==> config.mk <==
export PLATFORM = sky130hd
export DESIGN_NAME = slot_issue_picker
export DESIGN_NICKNAME = d
export VERILOG_FILES = /design/src/rtl/issue_pkg.sv /design/src/rtl/sb_bank.sv /design/src/rtl/slot_ready.sv /design/src/rtl/issue_arb.sv /design/src/rtl/slot_issue_picker.sv
export SDC_FILE = /design/constraint.sdc
export NUM_CORES = 1
export LEC_CHECK = 0
export BUFFER_PORTS_ARGS = -buffer_cell sky130_fd_sc_hd__buf_2
export CORE_MARGIN = 2
export CORE_UTILIZATION = 30
export DETAILED_ROUTE_END_ITERATION = 7
export PLACE_DENSITY = 0.53
export SLEW_MARGIN = 0
export SYNTH_ARGS = -nofsm -noshare
export SYNTH_HDL_FRONTEND = slang
export SYNTH_SLANG_ARGS = --single-unit
==> constraint.sdc <==
create_clock -name clk -period 4.95 [get_ports clk]
set_input_delay 0.99 -clock clk [delete_from_list [all_inputs] [get_ports clk]]
set_output_delay 0.99 -clock clk [all_outputs]
set_load 0.01 [all_outputs]
==> src/rtl/issue_pkg.sv <==
package issue_pkg;
  localparam int unsigned DEF_USER_SLOTS = 4;
  localparam int unsigned DEF_REGS       = 16;
  localparam int unsigned DEF_UNITS      = 4;

  typedef enum logic [1:0] {ROLE_USER, ROLE_EVENT, ROLE_EXC} slot_role_e;

  function automatic slot_role_e role_of(int unsigned slot, int unsigned nuser);
    if (slot < nuser)       return ROLE_USER;
    else if (slot == nuser) return ROLE_EVENT;
    else                    return ROLE_EXC;
  endfunction
endpackage

==> src/rtl/sb_bank.sv <==
// Full/empty bits of one slot; clear dominates set on a collision.
module sb_bank #(
  parameter int unsigned NREG = 16,
  localparam int unsigned RW = $clog2(NREG)
) (
  input  logic            clk,
  input  logic            rst_n,
  input  logic            set_en,
  input  logic [RW-1:0]   set_idx,
  input  logic [NREG-1:0] clr_mask,
  output logic [NREG-1:0] full_o
);
  logic [NREG-1:0] set_vec;

  always_comb begin
    set_vec = '0;
    if (set_en) set_vec[set_idx] = 1'b1;
  end

  always_ff @(posedge clk) begin
    if (!rst_n) full_o <= '1;
    else        full_o <= (full_o | set_vec) & ~clr_mask;
  end
endmodule

==> src/rtl/slot_ready.sv <==
// Eligibility of one slot's pending instruction.
module slot_ready #(
  parameter int unsigned NREG    = 16,
  parameter int unsigned NUNIT   = 4,
  parameter bit          IS_USER = 1'b1,
  localparam int unsigned RW = $clog2(NREG),
  localparam int unsigned UW = $clog2(NUNIT)
) (
  input  logic             valid,
  input  logic [RW-1:0]    srca,
  input  logic             srca_en,
  input  logic [RW-1:0]    srcb,
  input  logic             srcb_en,
  input  logic [UW-1:0]    unit,
  input  logic [NREG-1:0]  full,
  input  logic             wb_hit,
  input  logic [RW-1:0]    wb_idx,
  input  logic [NUNIT-1:0] unit_busy,
  input  logic             stall,
  output logic             elig
);
  logic a_ok, b_ok, held;

  assign a_ok = !srca_en || full[srca] || (wb_hit && (wb_idx == srca));
  assign b_ok = !srcb_en || full[srcb] || (wb_hit && (wb_idx == srcb));
  assign held = IS_USER && stall;
  assign elig = valid && a_ok && b_ok && !unit_busy[unit] && !held;
endmodule

==> src/rtl/issue_arb.sv <==
// Fixed priority for the handler slots, round-robin over user slots.
module issue_arb #(
  parameter int unsigned NUSER = 4,
  localparam int unsigned NS = NUSER + 2,
  localparam int unsigned SW = $clog2(NS),
  localparam int unsigned PW = (NUSER > 1) ? $clog2(NUSER) : 1
) (
  input  logic          clk,
  input  logic          rst_n,
  input  logic [NS-1:0] elig,
  output logic [NS-1:0] grant,
  output logic          any,
  output logic [SW-1:0] slot
);
  logic [PW-1:0] ptr, ptr_nxt;
  logic          hit;

  always_comb begin
    grant   = '0;
    hit     = 1'b0;
    ptr_nxt = ptr;
    if (elig[NS-1]) begin
      grant[NS-1] = 1'b1;
    end else if (elig[NUSER]) begin
      grant[NUSER] = 1'b1;
    end else begin
      for (int k = 0; k < int'(NUSER); k++) begin
        if (!hit && elig[(int'(ptr) + k) % int'(NUSER)]) begin
          grant[(int'(ptr) + k) % int'(NUSER)] = 1'b1;
          ptr_nxt = PW'((int'(ptr) + k + 1) % int'(NUSER));
          hit     = 1'b1;
        end
      end
    end
  end

  always_comb begin
    slot = '0;
    for (int s = 0; s < int'(NS); s++)
      if (grant[s]) slot = SW'(s);
  end

  assign any = |grant;

  always_ff @(posedge clk) begin
    if (!rst_n)   ptr <= '0;
    else if (hit) ptr <= ptr_nxt;
  end
endmodule

==> src/rtl/slot_issue_picker.sv <==
module slot_issue_picker
  import issue_pkg::*;
#(
  parameter int unsigned NUSER = DEF_USER_SLOTS,
  parameter int unsigned NREG  = DEF_REGS,
  parameter int unsigned NUNIT = DEF_UNITS,
  localparam int unsigned NS = NUSER + 2,
  localparam int unsigned SW = $clog2(NS),
  localparam int unsigned RW = $clog2(NREG),
  localparam int unsigned UW = $clog2(NUNIT)
) (
  input  logic             clk,
  input  logic             rst_n,
  input  logic [NS-1:0]    inst_valid_i,
  output logic [NS-1:0]    inst_ready_o,
  input  logic [NS*RW-1:0] inst_srca_i,
  input  logic [NS-1:0]    inst_srca_en_i,
  input  logic [NS*RW-1:0] inst_srcb_i,
  input  logic [NS-1:0]    inst_srcb_en_i,
  input  logic [NS*RW-1:0] inst_dst_i,
  input  logic [NS-1:0]    inst_multi_i,
  input  logic [NS*UW-1:0] inst_unit_i,
  input  logic [NUNIT-1:0] unit_busy_i,
  input  logic             exc_stall_i,
  input  logic             wb_valid_i,
  input  logic [SW-1:0]    wb_slot_i,
  input  logic [RW-1:0]    wb_reg_i,
  input  logic             empty_valid_i,
  input  logic [SW-1:0]    empty_slot_i,
  input  logic [NREG-1:0]  empty_mask_i,
  output logic             issue_valid_o,
  output logic [SW-1:0]    issue_slot_o
);
  logic [NS-1:0]      elig;
  logic [NS*NREG-1:0] board_flat;

  for (genvar s = 0; s < NS; s++) begin : g_slot
    logic            wb_hit;
    logic [NREG-1:0] clr_m;
    logic [NREG-1:0] full_v;

    assign wb_hit = wb_valid_i && (wb_slot_i == SW'(s));

    always_comb begin
      clr_m = '0;
      if (empty_valid_i && (empty_slot_i == SW'(s))) clr_m = empty_mask_i;
      if (inst_ready_o[s] && inst_multi_i[s])
        clr_m[inst_dst_i[s*RW +: RW]] = 1'b1;
    end

    sb_bank #(.NREG(NREG)) u_bank (
      .clk      (clk),
      .rst_n    (rst_n),
      .set_en   (wb_hit),
      .set_idx  (wb_reg_i),
      .clr_mask (clr_m),
      .full_o   (full_v)
    );

    slot_ready #(
      .NREG    (NREG),
      .NUNIT   (NUNIT),
      .IS_USER (role_of(s, NUSER) == ROLE_USER)
    ) u_ready (
      .valid     (inst_valid_i[s]),
      .srca      (inst_srca_i[s*RW +: RW]),
      .srca_en   (inst_srca_en_i[s]),
      .srcb      (inst_srcb_i[s*RW +: RW]),
      .srcb_en   (inst_srcb_en_i[s]),
      .unit      (inst_unit_i[s*UW +: UW]),
      .full      (full_v),
      .wb_hit    (wb_hit),
      .wb_idx    (wb_reg_i),
      .unit_busy (unit_busy_i),
      .stall     (exc_stall_i),
      .elig      (elig[s])
    );

    assign board_flat[s*NREG +: NREG] = full_v;
  end

  issue_arb #(.NUSER(NUSER)) u_arb (
    .clk   (clk),
    .rst_n (rst_n),
    .elig  (elig),
    .grant (inst_ready_o),
    .any   (issue_valid_o),
    .slot  (issue_slot_o)
  );
endmodule

==> results.cfg, run 1 <==
[floorplanning]
die_y_microns = 169
coreArea_sq_um = 26800
initial_utilization_pct = 30.4
row_count = 60
die_x_microns = 169
die_area_sq_um = 28500
design.portCount = 153

[outcome]
status = complete, but fails checks
failed_checks = setup timing

[clock_tree]
ctsLongestPathBuffers = 2
worstSkewPairLatency_ns = 0.36
htreeDepth = 3
clockRootBuffer = clkbuf_16
cts_sinks = 98
clkSlewWorstSetupHoldPaths_ns = 0.08
cts_made_buffers = 9
cts_tree = done

[setup_path]
cp_slowest_cell = a2111oi_0
crit_required_ns = 3.96
worst_path_most_repeated_cell = buf_2
critPathLaunchType = input pin
cp_slowest_stage_delay_ns = 0.60
crit_type = in2out
end_kind = primary output
cp_max_fo = 5
crit_chain = buf_2 -> buf_4 -> a2111oi_0 -> or4_4 -> o211a_1 -> nor2_4 -> mux4_2 -> a221o_1 -> a2111oi_4 -> and2_4 -> nand4_1 -> buf_2
crit_arrival_ns = 4.24

[routing]
drtAntennaViolNets = 0
num_vias = 9240
post-route-drc-count = 0
viasPerCell = 5.98
wirelength_mm = 36.3
first_pass_iters = 8
detail_route.wl_per_cell_microns = 23.5
drt-initial-drc-count = 949

[power]
peakVddDrop_mv = 0.140
total_power_uw = 2640
p_int_uw = 1630
p_clk_share_pct = 26.5
power_switching_share_pct = 38.4
leakage_uw = 0.00414
seq_power_share_pct = 32.1
switching_power_uw = 1010
power_frac_comb_pct = 41.5
powerDensity_nw_per_um2 = 250

[yosys]
synthCells = 980
yosysTopAreaCell = dfxtp_1
synth_cell_types = 73
ys_seq_elements = 98
yosysWarnings = 0
avgSynthCellArea_sq_um = 8.31
netlist_area_sq_um = 8140
synth_seq_area_share_pct = 24.1
synth-async-reset-ratio_pct = 0
yosys-top-cells-area = dfxtp_1 24%, a21oi_1 12%, mux4_2 11%, xor2_1 4.3%, a2bb2oi_1 3.4%
synth-main-ff-cell = dfxtp_1
synth_top_area_share_pct = 24.1
synth_fp_nets = 1131
synth-edff-count = 0

[layout]
multi_input_area_sq_um = 6090
areaGrowthSynthToFinish_pct = 29.7
drive_above_1_share_pct = 33.7
final_cells = 1545
final_util_pct = 39.4
fin_nets = 1349
fillers = 2724
area.sequential_sq_um = 1960

[sta]
timing.fmax_mhz = 191
hold_ws_ns = 0.627
slew_viol_final = 0
slew-limit-headroom_pct = 19.3
grt_setup_unrepaired = true
finalSetupViolations = 7
setup_tns_ns = -1.06
skew_ns = 0.0103
worst_pin_slew_ns = 1.20
min_period_ns = 5.23
final_hold_viol_count = 0
setup_ws_ns = -0.284
fin_crit_sh_pct = 106

[global_route]
grt_pass1_vias = 8784
grt_overflow = 0
track_usage_pct = 24.9
grt_max_degree = 65
grt_pass1_wl_mm = 53.1
antenna_found_initial = 0

[job]
cap_viol_max_count = 0

[hold_path]
hold_path_class = reg2reg

[place]
gp_congestion = 0.932
dp_hpwl_mm = 27.3
dp.cells = 1516
placement.io_buffers = 152
## cell type report
| class | instances | share of cell area (%) |
|---|---|---|
| tap | 341 | 4.04 |
| antenna | 1 | 0.0237 |
| timing repair buffer | 269 | 16.3 |
| inverter | 22 | 0.782 |
| clock buffer | 10 | 2.17 |
| clock inverter | 6 | 0.486 |
| sequential | 98 | 18.6 |
| multi-input combinational | 798 | 57.7 |
## kinds of logic (layout without fill, tap and decap cells)
| group | after synthesis | after routing | share of synthesized area [%] |
|---|---|---|---|
| fa+ha+maj | 8 | 8 | 1.23 |
| buf+inv | 84 | 307 | 4.15 |
| flops | 98 | 98 | 24.1 |
| simple gates | 273 | 273 | 19.0 |
| mux | 79 | 79 | 16.0 |
| xor+xnor | 48 | 48 | 5.16 |
| compound gates | 390 | 390 | 30.4 |
| other cells | 0 | 1 | 0 |
## cell usage after synthesis (7+ instances only)
cell type / n
mux2i_1: 19
dfxtp_1: 98
nor2b_1: 10
o22ai_1: 7
ha_1: 8
a2bb2oi_1: 32
mux4_2: 39
o21ai_0: 47
xnor2_1: 8
xor2_1: 40
nand2_1: 64
mux2_2: 20
nand3_1: 11
a211oi_1: 15
clkbuf_1: 44
nor4_2: 9
a2111oi_0: 9
a21o_1: 21
buf_2: 15
inv_1: 20
nor2_1: 45
nor3b_1: 8
nand4_1: 15
nor4_1: 19
o211ai_1: 9
a21oi_1: 193
o32a_1: 7
nand2b_1: 21
nor3_1: 21
nand3b_1: 7
or4_1: 7
## metal layers
layer	global-route usage [%]	up-vias	wire length (microns)
met2	40.3	456	16800
met5	0	-	0
met3	3.67	92	2540
li1	-	4238	-
met4	11.4	0	1670
met1	32.7	4454	15300
## worst max-delay path, delay by kind of cell
kind,cells,cell delay (ns)
and+or+nand+nor,4,0.66
AOI/OAI and AO/OA,4,1.58
buffers and inverters,3,0.49
muxes,1,0.51
## through the flow
step | worst slack (ns) | cell area [sq um]
2_1_floorplan | 0.0258 | 8160
3_3_place_gp | -0.250 | 9920
3_5_place_dp | -0.338 | 9920
4_1_cts | -0.150 | 10300
5_1_grt | -0.227 | 10600
6_report | -0.284 | 10600
## final timing paths
check	slack [ns]	cells past startpoint	start	endpoint
setup reg to reg	1.20	15	g_slot[3].u_bank.full_o[15]	g_slot[3].u_bank.full_o[9]
hold / removal	0.63	2	u_arb.ptr[1]	u_arb.ptr[1]
setup / recovery	-0.28	12	inst_srcb_i[14]	issue_valid_o
hold reg to reg	0.63	2	u_arb.ptr[1]	u_arb.ptr[1]
## cell usage in the layout, fill, tap and decap left out, types with 10 or more instances in the layout
master	count
a21oi_1	190
buf_2	141
buf_4	118
dfxtp_1	98
nand2_1	63
o21ai_0	46
nor2_1	41
xor2_1	40
mux4_2	39
a2bb2oi_1	32
nand2b_1	21
a21o_1	21
inv_1	20
mux2_2	20
nor3_1	19
mux2i_1	18
nor4_1	17
a211oi_1	15
nand4_1	15
nand3_1	11
nor2b_1	10
nor4_2	10
## registers in the layout, summed over array words and instances, names as in the netlist
| register | count |
|---|---|
| g_slot.u_bank.full_o | 96 |
| u_arb.ptr | 2 |
## timing repair
item	in CTS	in global routing
setup endpoints to repair	7	7
buffers inserted	5	8
gates resized for setup	21	50
hold endpoints to repair	0	0
hold buffers	0	0
pin swaps	7	23
## power by group through the flow
| stage | combinational (uW) | sequential (uW) | clock [uW] |
|---|---|---|---|
| 2_1_floorplan | 538 | 854 | 0 |
| 3_3_place_gp | 974 | 864 | 0 |
| 3_5_place_dp | 976 | 864 | 0 |
| 4_1_cts | 1000 | 846 | 700 |
| 5_1_grt | 1160 | 851 | 734 |
| 6_report | 1090 | 848 | 699 |
Power figures use the tool's default switching activity.
==> inputs of run 2 (changes only) <==
--- a/config.mk
+++ b/config.mk
@@ -6,6 +6,7 @@
 export NUM_CORES = 1
 export LEC_CHECK = 0
 export BUFFER_PORTS_ARGS = -buffer_cell sky130_fd_sc_hd__buf_2
+export CORE_ASPECT_RATIO = 1.75
 export CORE_MARGIN = 2
 export CORE_UTILIZATION = 30
 export DETAILED_ROUTE_END_ITERATION = 7
==> results.cfg, run 2 (synthesized netlist as in run 1, its figures left out) <==
[global_route]
grt_pass1_vias = 9052
grt_overflow = 0
track_usage_pct = 26.3
antenna_found_initial = 0
grt_pass1_wl_mm = 55.8
grt_max_degree = 65

[clock_tree]
ctsLongestPathBuffers = 2
worstSkewPairLatency_ns = 0.37
cts_tree = done
htreeDepth = 3
cts_sinks = 98
clkSlewWorstSetupHoldPaths_ns = 0.07
cts_made_buffers = 9
clockRootBuffer = clkbuf_16
cts-hold-fix-buffers = 0

[hold_path]
hold_path_class = reg2reg
whs_path_depth = 3
whs_endpoint = g_slot[1].u_bank.full_o[0]
worstHoldStart = g_slot[1].u_bank.full_o[0]

[place]
dp_hpwl_mm = 29.4
gp_congestion = 0.953
dp.cells = 1510
placement.io_buffers = 152

[power]
seq_power_share_pct = 31.9
p_clk_share_pct = 25.2
leakage_uw = 0.00419
power_switching_share_pct = 38.1
power_frac_comb_pct = 42.9
peakVddDrop_mv = 0.136
p_int_uw = 1630
switching_power_uw = 1000
powerDensity_nw_per_um2 = 249

[setup_path]
r2r_end = g_slot[0].u_bank.full_o[5]
crit_required_ns = 3.96
critPathLaunchType = input pin
rr_startpoint = g_slot[3].u_bank.full_o[15]
crit_type = in2out
crit_arrival_ns = 4.11
cp_max_fo = 3
end_kind = primary output
r2r_cells = 14
r2r_slack_ns = 1.09

[sta]
setup_ws_ns = -0.147
fin_crit_sh_pct = 103
slew-limit-headroom_pct = 10.3
timing.fmax_mhz = 196
final_hold_viol_count = 0
finalSetupViolations = 5
slew_viol_final = 0
worst_pin_slew_ns = 1.33
min_period_ns = 5.10
grt_setup_unrepaired = true
skew_ns = 0.0115

[layout]
drive_above_1_share_pct = 33.9
fin_nets = 1360
antenna-diode-count = 0
mostFrequentLayoutCells = 190 x a21oi_1, 143 x buf_2, 122 x buf_4, 98 x dfxtp_1, 63 x nand2_1
layout_commonest_cell = a21oi_1
final_util_pct = 39.7
areaGrowthSynthToFinish_pct = 30.1
top_regs = g_slot.u_bank.full_o: 96 flops, u_arb.ptr: 2 flops
largest_register = g_slot.u_bank.full_o
largest_reg_flops = 96
final_cells = 1538

[outcome]
status = complete, but fails checks
failed_checks = setup timing

[floorplanning]
die_area_sq_um = 28500
initial_utilization_pct = 30.5
die_x_microns = 129
design.portCount = 153
coreArea_sq_um = 26700
row_count = 79
die_y_microns = 222

[routing]
drtAntennaViolNets = 0
drt-initial-drc-count = 662
num_vias = 9268
first_pass_iters = 5
wirelength_mm = 38.0
post-route-drc-count = 0
viasPerCell = 6.03
detail_route.wl_per_cell_microns = 24.7

[job]
cap_viol_max_count = 0
## run 2: critical path, cell delays in order
cell and delay, ns:
buf_6 0.08, mux4_2 0.48, and3_4 0.19, a41o_1 0.24
nor3_4 0.26, buf_4 0.15, o211ai_1 0.10, mux4_2 0.55
a211oi_4 0.27, a2111oi_4 0.13, and2_4 0.18, a211o_1 0.33
buf_2 0.16
## run 2: cell type report
cell class | instances | area (sq um)
Fill cell | 2799 | 16100
Multi-Input combinational cell | 798 | 6050
Sequential cell | 98 | 1960
Timing Repair Buffer | 280 | 1820
Tap cell | 324 | 405
Clock buffer | 11 | 233
Inverter | 22 | 82.6
Clock inverter | 5 | 31.3
## run 2: worst max path at each step
stage,start,end,slack (ns)
3_5_place_dp,inst_srcb_i[12],issue_valid_o,-0.45
5_1_grt,exc_stall_i,issue_slot_o[0],-0.23
6_report,inst_srca_i[12],issue_slot_o[0],-0.15
2_1_floorplan,inst_srca_i[8],issue_slot_o[0],0.03
3_3_place_gp,inst_srcb_i[12],issue_valid_o,-0.51
4_1_cts,inst_srca_i[5],issue_valid_o,-0.21
## run 2: routing by layer
layer / vias up / wire, microns / global-route usage (%)
li1: 4240 / - / -
met1: 4407 / 13500 / 28.6
met2: 477 / 19300 / 46.5
met3: 144 / 2290 / 3.33
met4: 0 / 2960 / 18.4
met5: - / 0 / 0
## run 2: through the flow
stage | total power (uW) | area [sq um] | hold slack (ns) | TNS [ns] | worst slack, ns
2_1_floorplan | 1390 | 8160 | 0.517 | 0 | 0.0258
3_3_place_gp | 1890 | 10000 | 0.603 | -2.25 | -0.514
3_5_place_dp | 1880 | 10000 | 0.614 | -1.95 | -0.450
4_1_cts | 2560 | 10400 | 0.622 | -1.07 | -0.207
5_1_grt | 2740 | 10600 | 0.672 | -0.896 | -0.227
6_report | 2630 | 10600 | 0.621 | -0.352 | -0.147
## run 2: power groups by stage
stage          sequential [uW]  combinational, uW  clock [uW]
2_1_floorplan              854                538           0
3_3_place_gp               858               1030           0
3_5_place_dp               858               1020           0
4_1_cts                    840               1050         668
5_1_grt                    845               1190         701
6_report                   841               1130         664
## run 2: repair_timing
item / 4_1_cts / 5_1_grt
setup endpoints to repair: 7 / 7
gates resized for setup: 21 / 42
pin swaps: 13 / 19
buffers inserted: 8 / 5
